**config.mk**
```make
export PLATFORM = sky130hd
export DESIGN_NAME = fifo_pair
export DESIGN_NICKNAME = d
export VERILOG_FILES = /design/src/rtl/fifo_pair_pkg.sv /design/src/rtl/fp_depth_sel.sv /design/src/rtl/fp_lane.sv /design/src/rtl/fifo_pair.sv
export SDC_FILE = /design/constraint.sdc
export NUM_CORES = 2
export LEC_CHECK = 0
export CAP_MARGIN = 30
export CORE_UTILIZATION = 35
export CTS_BUF_LIST = sky130_fd_sc_hd__clkbuf_4 sky130_fd_sc_hd__clkbuf_8 sky130_fd_sc_hd__clkbuf_16
export CTS_CLUSTER_SIZE = 14
export DETAILED_ROUTE_END_ITERATION = 6
export GPL_TIMING_DRIVEN = 0
export SLEW_MARGIN = 30
export SYNTH_ARGS = -nofsm -noshare
export SYNTH_HDL_FRONTEND = slang
export SYNTH_SLANG_ARGS = --single-unit
```
**constraint.sdc**
```tcl
create_clock -name clk -period 3.9 [get_ports clk]
set_clock_uncertainty 0.05 [all_clocks]
set_input_delay 0.78 -clock clk [delete_from_list [all_inputs] [get_ports clk]]
set_output_delay 0.78 -clock clk [all_outputs]
set_load 0.05 [all_outputs]
```
**src/rtl/fifo_pair_pkg.sv**
```systemverilog
package fifo_pair_pkg;
   // frame size limits for the three extended-depth bands
   localparam int unsigned BAND_FULL_MAX = 8;
   localparam int unsigned BAND_HALF_MAX = 16;

   function automatic int unsigned band_depth(input int unsigned fsize,
                                              input int unsigned cap);
      if (fsize <= BAND_FULL_MAX)      return cap;
      else if (fsize <= BAND_HALF_MAX) return cap / 2;
      else                             return cap / 4;
   endfunction
endpackage

```
**src/rtl/fp_depth_sel.sv**
```systemverilog
module fp_depth_sel
   import fifo_pair_pkg::*;
#(
   parameter int unsigned CAP         = 32,
   parameter int unsigned SMALL_DEPTH = 4,
   parameter int unsigned FSW         = 6,
   localparam int unsigned CW         = $clog2(CAP + 1)
) (
   input  logic           big_en,
   input  logic [FSW-1:0] frame_size,
   output logic [CW-1:0]  depth
);
   logic [CW-1:0] band;

   always_comb begin
      band = CW'(band_depth(int'(frame_size), CAP));
   end

   assign depth = big_en ? band : CW'(SMALL_DEPTH);
endmodule

```
**src/rtl/fp_lane.sv**
```systemverilog
module fp_lane #(
   parameter int unsigned DW         = 32,
   parameter int unsigned CAP        = 32,
   parameter bit          ZERO_EMPTY = 1'b1,
   localparam int unsigned AW        = $clog2(CAP),
   localparam int unsigned CW        = $clog2(CAP + 1)
) (
   input  logic          clk,
   input  logic          rst_n,
   input  logic          clr,
   input  logic [CW-1:0] depth,
   input  logic          push,
   input  logic [DW-1:0] wdata,
   input  logic          pop,
   output logic [DW-1:0] rdata,
   output logic          empty,
   output logic          full,
   output logic          full_nxt
);
   logic [DW-1:0] mem [CAP];
   logic [AW-1:0] wp, rp;
   logic [CW-1:0] cnt;
   logic          do_push, do_pop;

   assign empty    = (cnt == '0);
   assign full     = (cnt >= depth);
   assign full_nxt = (cnt >= (depth - CW'(1)));
   assign do_push  = push & ~full & ~clr;
   assign do_pop   = pop & ~empty & ~clr;

   always_ff @(posedge clk or negedge rst_n) begin
      if (!rst_n) begin
         wp  <= '0;
         rp  <= '0;
         cnt <= '0;
      end else if (clr) begin
         wp  <= '0;
         rp  <= '0;
         cnt <= '0;
      end else begin
         if (do_push) wp <= wp + AW'(1);
         if (do_pop)  rp <= rp + AW'(1);
         cnt <= cnt + CW'(do_push) - CW'(do_pop);
      end
   end

   always_ff @(posedge clk) begin
      if (do_push) mem[wp] <= wdata;
   end

   generate
      if (ZERO_EMPTY) begin : g_zero_head
         assign rdata = empty ? '0 : mem[rp];
      end else begin : g_raw_head
         assign rdata = mem[rp];
      end
   endgenerate
endmodule

```
**src/rtl/fifo_pair.sv**
```systemverilog
module fifo_pair #(
   parameter int unsigned DW          = 32,
   parameter int unsigned CAP         = 32,
   parameter int unsigned SMALL_DEPTH = 4,
   parameter int unsigned FSW         = 6,
   localparam int unsigned CW         = $clog2(CAP + 1)
) (
   input  logic           clk,
   input  logic           rst_n,
   input  logic           big_en,
   input  logic [FSW-1:0] frame_size,
   input  logic           tx_clr,
   input  logic           rx_clr,
   input  logic           tx_push,
   input  logic [DW-1:0]  tx_wdata,
   input  logic           tx_pop,
   output logic [DW-1:0]  tx_rdata,
   input  logic           rx_push,
   input  logic [DW-1:0]  rx_wdata,
   input  logic           rx_pop,
   output logic [DW-1:0]  rx_rdata,
   output logic           tx_empty,
   output logic           tx_full,
   output logic           tx_full_nxt,
   output logic           rx_empty,
   output logic           rx_full,
   output logic           rx_full_nxt,
   output logic           rx_ovf_evt,
   output logic           rx_ovf_sts
);
   generate
      if ((CAP & (CAP - 1)) != 0 || CAP < 16) begin : g_bad_cap
         $error("fifo_pair: CAP must be a power of two of at least 16");
      end
      if (SMALL_DEPTH < 2 || SMALL_DEPTH > CAP) begin : g_bad_small
         $error("fifo_pair: SMALL_DEPTH must lie in 2..CAP");
      end
   endgenerate

   logic [CW-1:0] depth;
   logic          rx_drop;

   fp_depth_sel #(.CAP(CAP), .SMALL_DEPTH(SMALL_DEPTH), .FSW(FSW)) u_depth (
      .big_en     (big_en),
      .frame_size (frame_size),
      .depth      (depth)
   );

   fp_lane #(.DW(DW), .CAP(CAP), .ZERO_EMPTY(1'b1)) u_tx (
      .clk      (clk),
      .rst_n    (rst_n),
      .clr      (tx_clr),
      .depth    (depth),
      .push     (tx_push),
      .wdata    (tx_wdata),
      .pop      (tx_pop),
      .rdata    (tx_rdata),
      .empty    (tx_empty),
      .full     (tx_full),
      .full_nxt (tx_full_nxt)
   );

   fp_lane #(.DW(DW), .CAP(CAP), .ZERO_EMPTY(1'b1)) u_rx (
      .clk      (clk),
      .rst_n    (rst_n),
      .clr      (rx_clr),
      .depth    (depth),
      .push     (rx_push),
      .wdata    (rx_wdata),
      .pop      (rx_pop),
      .rdata    (rx_rdata),
      .empty    (rx_empty),
      .full     (rx_full),
      .full_nxt (rx_full_nxt)
   );

   assign rx_drop = rx_push & rx_full & ~rx_clr;

   always_ff @(posedge clk or negedge rst_n) begin
      if (!rst_n) begin
         rx_ovf_evt <= 1'b0;
         rx_ovf_sts <= 1'b0;
      end else begin
         rx_ovf_evt <= rx_drop;
         if (rx_clr)       rx_ovf_sts <= 1'b0;
         else if (rx_drop) rx_ovf_sts <= 1'b1;
         else if (rx_pop)  rx_ovf_sts <= 1'b0;
      end
   end
endmodule

```
### After elaboration in Yosys (flattened, before gate mapping)

Memory sizes are Yosys's and may differ from the RTL's.
Cells that the tools add are included.

| word-level totals | value |
|---|---|
| RAM bits | 2048 |
| input bits | 79 |
| register bits after elaboration | 34 |
| output and inout port bits | 72 |
| memories kept | 2 |
| word-level logic and storage cells | 70 |

| operators by class | value |
|---|---|
| reductions and logical operators | 7 |
| mux-type cells | 22 |
| bitwise operators | 16 |
| $add $sub $neg | 9 |
| magnitude comparators | 6 |

Memory list:

| memory | depth | width | rd ports | clocked after memory_dff | write ports | RTL line | RTL |
|---|---|---|---|---|---|---|---|
| u_rx.mem | 32 | 32 | 1 | 0 | 1 | fp_lane.sv:20 | `logic [DW-1:0] mem [CAP];` |
| u_tx.mem | 32 | 32 | 1 | 0 | 1 | fp_lane.sv:20 |  |

Operator list:

| kind | number |
|---|---|
| $mux W32 | 2 |
| $mux W5 | 9 |
| $ge A6 B6 Y1 | 4 |
| $mux W6 | 4 |
| $add A5 B1 Y5 const B | 4 |
| $add A6 B1 Y6 | 2 |
| $logic_not A6 Y1 | 2 |
| $sub A6 B1 Y6 | 2 |
| $and A1 B1 Y1 | 10 |
| $reduce_bool A2 Y1 | 4 |
| $mux W1 | 7 |
| $le A6 B4 Y1 const B | 1 |
| $le A6 B5 Y1 const B | 1 |
| $not A1 Y1 | 6 |
| $sub A6 B1 Y6 const B | 1 |
| $reduce_bool A3 Y1 | 1 |

### Longest topological paths before layout

| logic depth | value |
|---|---|
| word-level depth | 11 |
| gate-level depth with buffers | 15 |
| gate-level depth less buffers | 15 |

### By module

Synthesis repeated with hierarchy kept, for this count alone.

| unflattened totals | value |
|---|---|
| cell total of the unflattened synthesis | 3673 |
| area, all modules | 80876.3 um2 |

Modules (own cells, without submodules):

| module | cells each | sequential area each (um2) | instances | area each (um2) |
|---|---|---|---|---|
| fp_lane (u_rx) | 1720 | 31149.9 | 1 | 40353.7 |
| fp_lane (u_tx) | 1934 | 31149.9 | 1 | 40347.4 |
| fp_depth_sel | 13 | 0.0 | 1 | 102.6 |
| fifo_pair | 6 | 50.0 | 1 | 72.6 |

### Worst setup path after synthesis

No wires, ideal clock.

| timing | value |
|---|---|
| path type | input port to flip-flop |
| start | in frame_size[1] |
| end | mem u_tx.mem[6][0] (enable) |
| arrival | 4.171 ns |
| setup time | 0.425 ns |
| stages on the path | 10 |
| path buffers | 1 |
| slack | -0.746 ns |
| required time | 3.425 ns |
| cells stage by stage | or4_1 > a21oi_1 > nand2_1 > a21o_1 > ha_1 > a21oi_1 > and2_1 > buf_1 > nand4_1 > nor2b_1 |

| between the ends | value |
|---|---|
| longest elaborated chain between the ends | 10 |
| elaborated cells on any way between the ends | 11 |

RTL lines:

| element | RTL line | RTL |
|---|---|---|
| start: declaration | fifo_pair.sv:11 | `input logic [FSW-1:0] frame_size,` |
| $le A6 B5 Y1 | fifo_pair_pkg.sv:9 | `else if (fsize <= BAND_HALF_MAX) return cap / 2;` |
| $mux W5 | fifo_pair_pkg.sv:9 |  |
| $mux W6 (*) | fifo_pair_pkg.sv:8 | `if (fsize <= BAND_FULL_MAX) return cap;` |
| $mux W6 (*) | fp_depth_sel.sv:19 | `assign depth = big_en ? band : CW'(SMALL_DEPTH);` |
| $ge A6 B6 Y1 (*) | fp_lane.sv:26 | `assign full = (cnt >= depth);` |
| $not A1 Y1 (*) | fp_lane.sv:28 | `assign do_push = push & ~full & ~clr;` |
| $and A1 B1 Y1 (*) (2 in series) | fp_lane.sv:28 |  |
| $mux W1 (*) | fp_lane.sv:48 | `if (do_push) mem[wp] <= wdata;` |
| $mux W1 (implied by the code) (*) | fp_lane.sv:48 |  |
| end: declaration | fp_lane.sv:20 |  |

Every way passes the cells marked *; elsewhere a longest branch is shown, timed or not.

### Worst setup path after layout

| timing | value |
|---|---|
| start | reg u_tx.rp[0] |
| end | out tx_rdata[27] |

| between the ends | value |
|---|---|
| longest elaborated chain between the ends | 2 |

RTL lines:

| element | RTL line | RTL |
|---|---|---|
| start: declaration | fp_lane.sv:21 | `logic [AW-1:0] wp, rp;` |
| start signal: assignment | fp_lane.sv:42 | `if (do_pop) rp <= rp + AW'(1);` |
| $mem_v2 Z32 W32 | - |  |
| $mux W32 | fp_lane.sv:53 | `assign rdata = empty ? '0 : mem[rp];` |
| end: declaration | fifo_pair.sv:17 | `output logic [DW-1:0] tx_rdata,` |

No other way between the ends.

==> metrics.cfg <==
[setup_path]
end_kind = output port
crit_path_frequent_cell = mux4_2
startpoint_type = flip-flop
path_delay_family = multiplexers
required_ns = 3.07
crit_chain = buf_12, buf_8, clkbuf_16, mux4_2, mux4_2, o21a_1, buf_6
reg2reg_depth = 14
crit_start = u_tx.rp[0]$_DFFE_PN0P_
crit_fanout = 8
critPathKind = flip-flop to output port
slowest_delay_ns = 0.53
cpMaxStageDelayCell = dfrtp_2
r2r-start = u_tx.cnt[4]$_DFF_PN0_
cp_num_cells = 7
arrival_ns = 3.39
path_buf_inv = 4

[sta]
worstMarginPinSlew_ns = 0.974
relSlewSlack_pct = 35.1
fmax_ghz = 0.237
rsz0062_at_grt = true
final_hold_viol_count = 0
finalSetupViolations = 63
setup_ws_ns = -0.325
finalCritPeriodShare_pct = 108
hold_slack_ns = 0.372
finalMaxSlewViolations = 0
min_period_ns = 4.22

[routing]
drc = 0
drtAntennaViolNets = 0
wl_per_cell_um = 28.3
viasPerCell = 5.40
first_pass_iters = 7
drt_iter0_markers = 4248
vias = 39900
routed_wl_um = 209000

[floorplan]
start_util_pct = 35.2
die_w_um = 481
num_rows = 175
fp.dieArea_um2 = 231000
core_um2 = 228000
io-pin-count = 151
die_h_um = 481

[global_routing]
antenna_found_initial = 12
grt_max_degree = 33
track_usage_pct = 18.0
grt_pass1_vias = 40700
met2_usage_pct = 30.5
grt.met1_usage_pct = 23.6
overflow = 0
met3_usage_pct = 3.03
gr-max-usage-layer = met2
grt_pass1_wl_um = 298000

[outcome]
outcome = finished, violations left
violations = negative setup slack

[worst_hold_path]
hp-start = rx_wdata[20]
min_path_type = primary input to flip-flop
holdPathStages = 1

[logic_synthesis]
synth-edff-count = 2048
synth_commonest_cells = edfxtp_1, mux4_2, mux2i_1
synth_nets = 3683
synthArstFlopShare_pct = 1.63
synthMostInstantiatedCell = edfxtp_1
avgSynthCellArea_um2 = 22.5
synth_cell_types = 54
synth_top_cell_area_share_pct = 76.7
ys_top_cells_by_area = edfxtp_1, mux4_2, mux2i_1
postSynthCellCount = 3562
netlist_area_um2 = 80200
synth-main-ff-cell = edfxtp_1
ys_ff_latch = 2082
seq_area_frac_synth_pct = 77.7
yosysWarnings = 0
yosys.area.top_type = edfxtp_1

[pwr]
power.leakage_nw = 31.5
irDropWorstVdd_v = 0.000657
total_power_w = 0.0639
switchingPower_w = 0.0188
switching_share_pct = 29.4
combPwrFrac_pct = 30.2
clockPowerShare_pct = 30.7
power_density_nw_per_um2 = 633
p_int_w = 0.0451
seqPwrFrac_pct = 39.0

[flow_run]
drv_cap = 0

[clocking]
clk_latency_ns = 0.86
cts.reportedPaths.clkPinSlew_ns = 0.06
cts_root_buffer = clkbuf_16
cts_buffers = 205
ctsLongestPathBuffers = 3
cts_tree = built
cts_max_level = 4
numClockSinks = 2082

[place]
gp_congestion = 0.763
placedCellCount = 6847
dp_hpwl_um = 137000
io_buffer_count = 150

[cells_and_area]
fillCellCount = 18900
area_delta_synth_final_pct = 26.0
multi_input_area_um2 = 19000
seq_area_um2 = 62400
instances_no_fill = 7386
nets = 4324
drive_gt1_share_pct = 39.0

## metrics by stage
stage	util [%]	worst slack, ns	setup TNS [ns]	area (µm²)
floorplan	-	-0.396	-632.04	80400
global placement	37.6	-2.96	-5313.62	85700
detailed placement	39.2	-1.85	-3048.81	89200
CTS	44.0	-0.407	-17.53	100000
global route	44.4	-0.364	-16.14	101000
finish	44.4	-0.325	-11.87	101000
## logic make-up after synthesis
| kind of cell | synth area share [%] |
|---|---|
| DFF | 77.7 |
| muxes | 15.6 |
| AOI/OAI and AO/OA | 3.22 |
| buffers and inverters | 1.39 |
| and+or+nand+nor | 1.25 |
| adders and majority gates | 0.674 |
| xor gates and xnor gates | 0.142 |
## power by group through the flow
stage / clock network (W) / registers (W) / logic (W)
after detailed placement: 0 / 0.0254 / 0.0145
after global routing: 0.0208 / 0.0250 / 0.0202
final: 0.0196 / 0.0250 / 0.0193
after global placement: 0 / 0.0255 / 0.0143
after floorplan: 0 / 0.0254 / 0.00937
after CTS: 0.0199 / 0.0250 / 0.0187
## flip-flops by register name, indices dropped and copies added (netlist names)
register,flops
u_rx.mem,1024
u_tx.cnt,6
u_tx.rp,5
u_tx.wp,5
u_rx.cnt,6
rx_ovf_sts,1
rx_ovf_evt,1
u_tx.mem,1024
u_rx.rp,5
u_rx.wp,5
## final timing paths
| path | endpoint | slack [ns] |
|---|---|---|
| setup / recovery | tx_rdata[27] | -0.32 |
| hold / removal | u_rx.mem[1][20]$_DFFE_PP_ | 0.37 |
| setup reg to reg | u_tx.cnt[5]$_DFF_PN0_ | 0.40 |
| hold reg to reg | rx_ovf_sts$_DFFE_PN0P_ | 0.47 |
| max in group asynchronous | u_rx.rp[0]$_DFFE_PN0P_ | 2.84 |
| min in group asynchronous | u_tx.cnt[5]$_DFF_PN0_ | 0.43 |
## final cells by class
cell class | instances | share of cell area (%)
well taps | 3009 | 3.72
diodes | 2 | 0.00495
clock buffers | 248 | 5.43
plain buffers | 190 | 2.12
flip-flops and latches | 2082 | 61.7
multi-input cells | 1252 | 18.8
clock inverters | 131 | 1.23
repair buffers | 449 | 6.91
inverters | 23 | 0.0854
## per-layer routing
metal	vias to the layer above	share of wire, %
met1	21400	40
met2	1507	51
met3	332	6.5
li1	16500	-
met5	-	0.044
met4	16	2.9
## repair_timing
action / in CTS / in global routing
endpoints found under the hold margin: 16 / 0
resized for setup: 1162 / 170
setup endpoints to repair: 2045 / 87
hold buffers: 1 / 0
setup buffers: 91 / 58
pin swaps: 99 / 83
gates cloned: 24 / 12
## worst register-to-register path, stage by stage, from the launching register on
cell	delay [ns]
dfrtp_1	0.38
inv_1	0.07
ha_1	0.20
and4bb_4	0.28
nor2b_1	0.28
clkbuf_1	0.40
and2_1	0.23
ha_1	0.17
inv_1	0.06
ha_1	0.26
a21o_1	0.18
a21oi_1	0.24
o21bai_1	0.13
or4_1	0.41
nand3_1	0.10
## placed cells by master (no fill, tap or decap), types with 29 or more instances in the layout
cell          n
edfxtp_1   2048
mux4_2      481
clkbuf_16   220
buf_16      136
mux2i_1     130
buf_6        97
buf_4        90
buf_12       86
clkbuf_4     73
buf_2        73
nor2_4       53
clkinv_1     45
clkinv_2     44
clkbuf_2     40
ha_1         39
a22oi_2      34
o211ai_1     34
a2111oi_4    32
nor2_1       32
dfrtp_1      30
a22oi_1      29
Power figures use the tool's default switching activity.
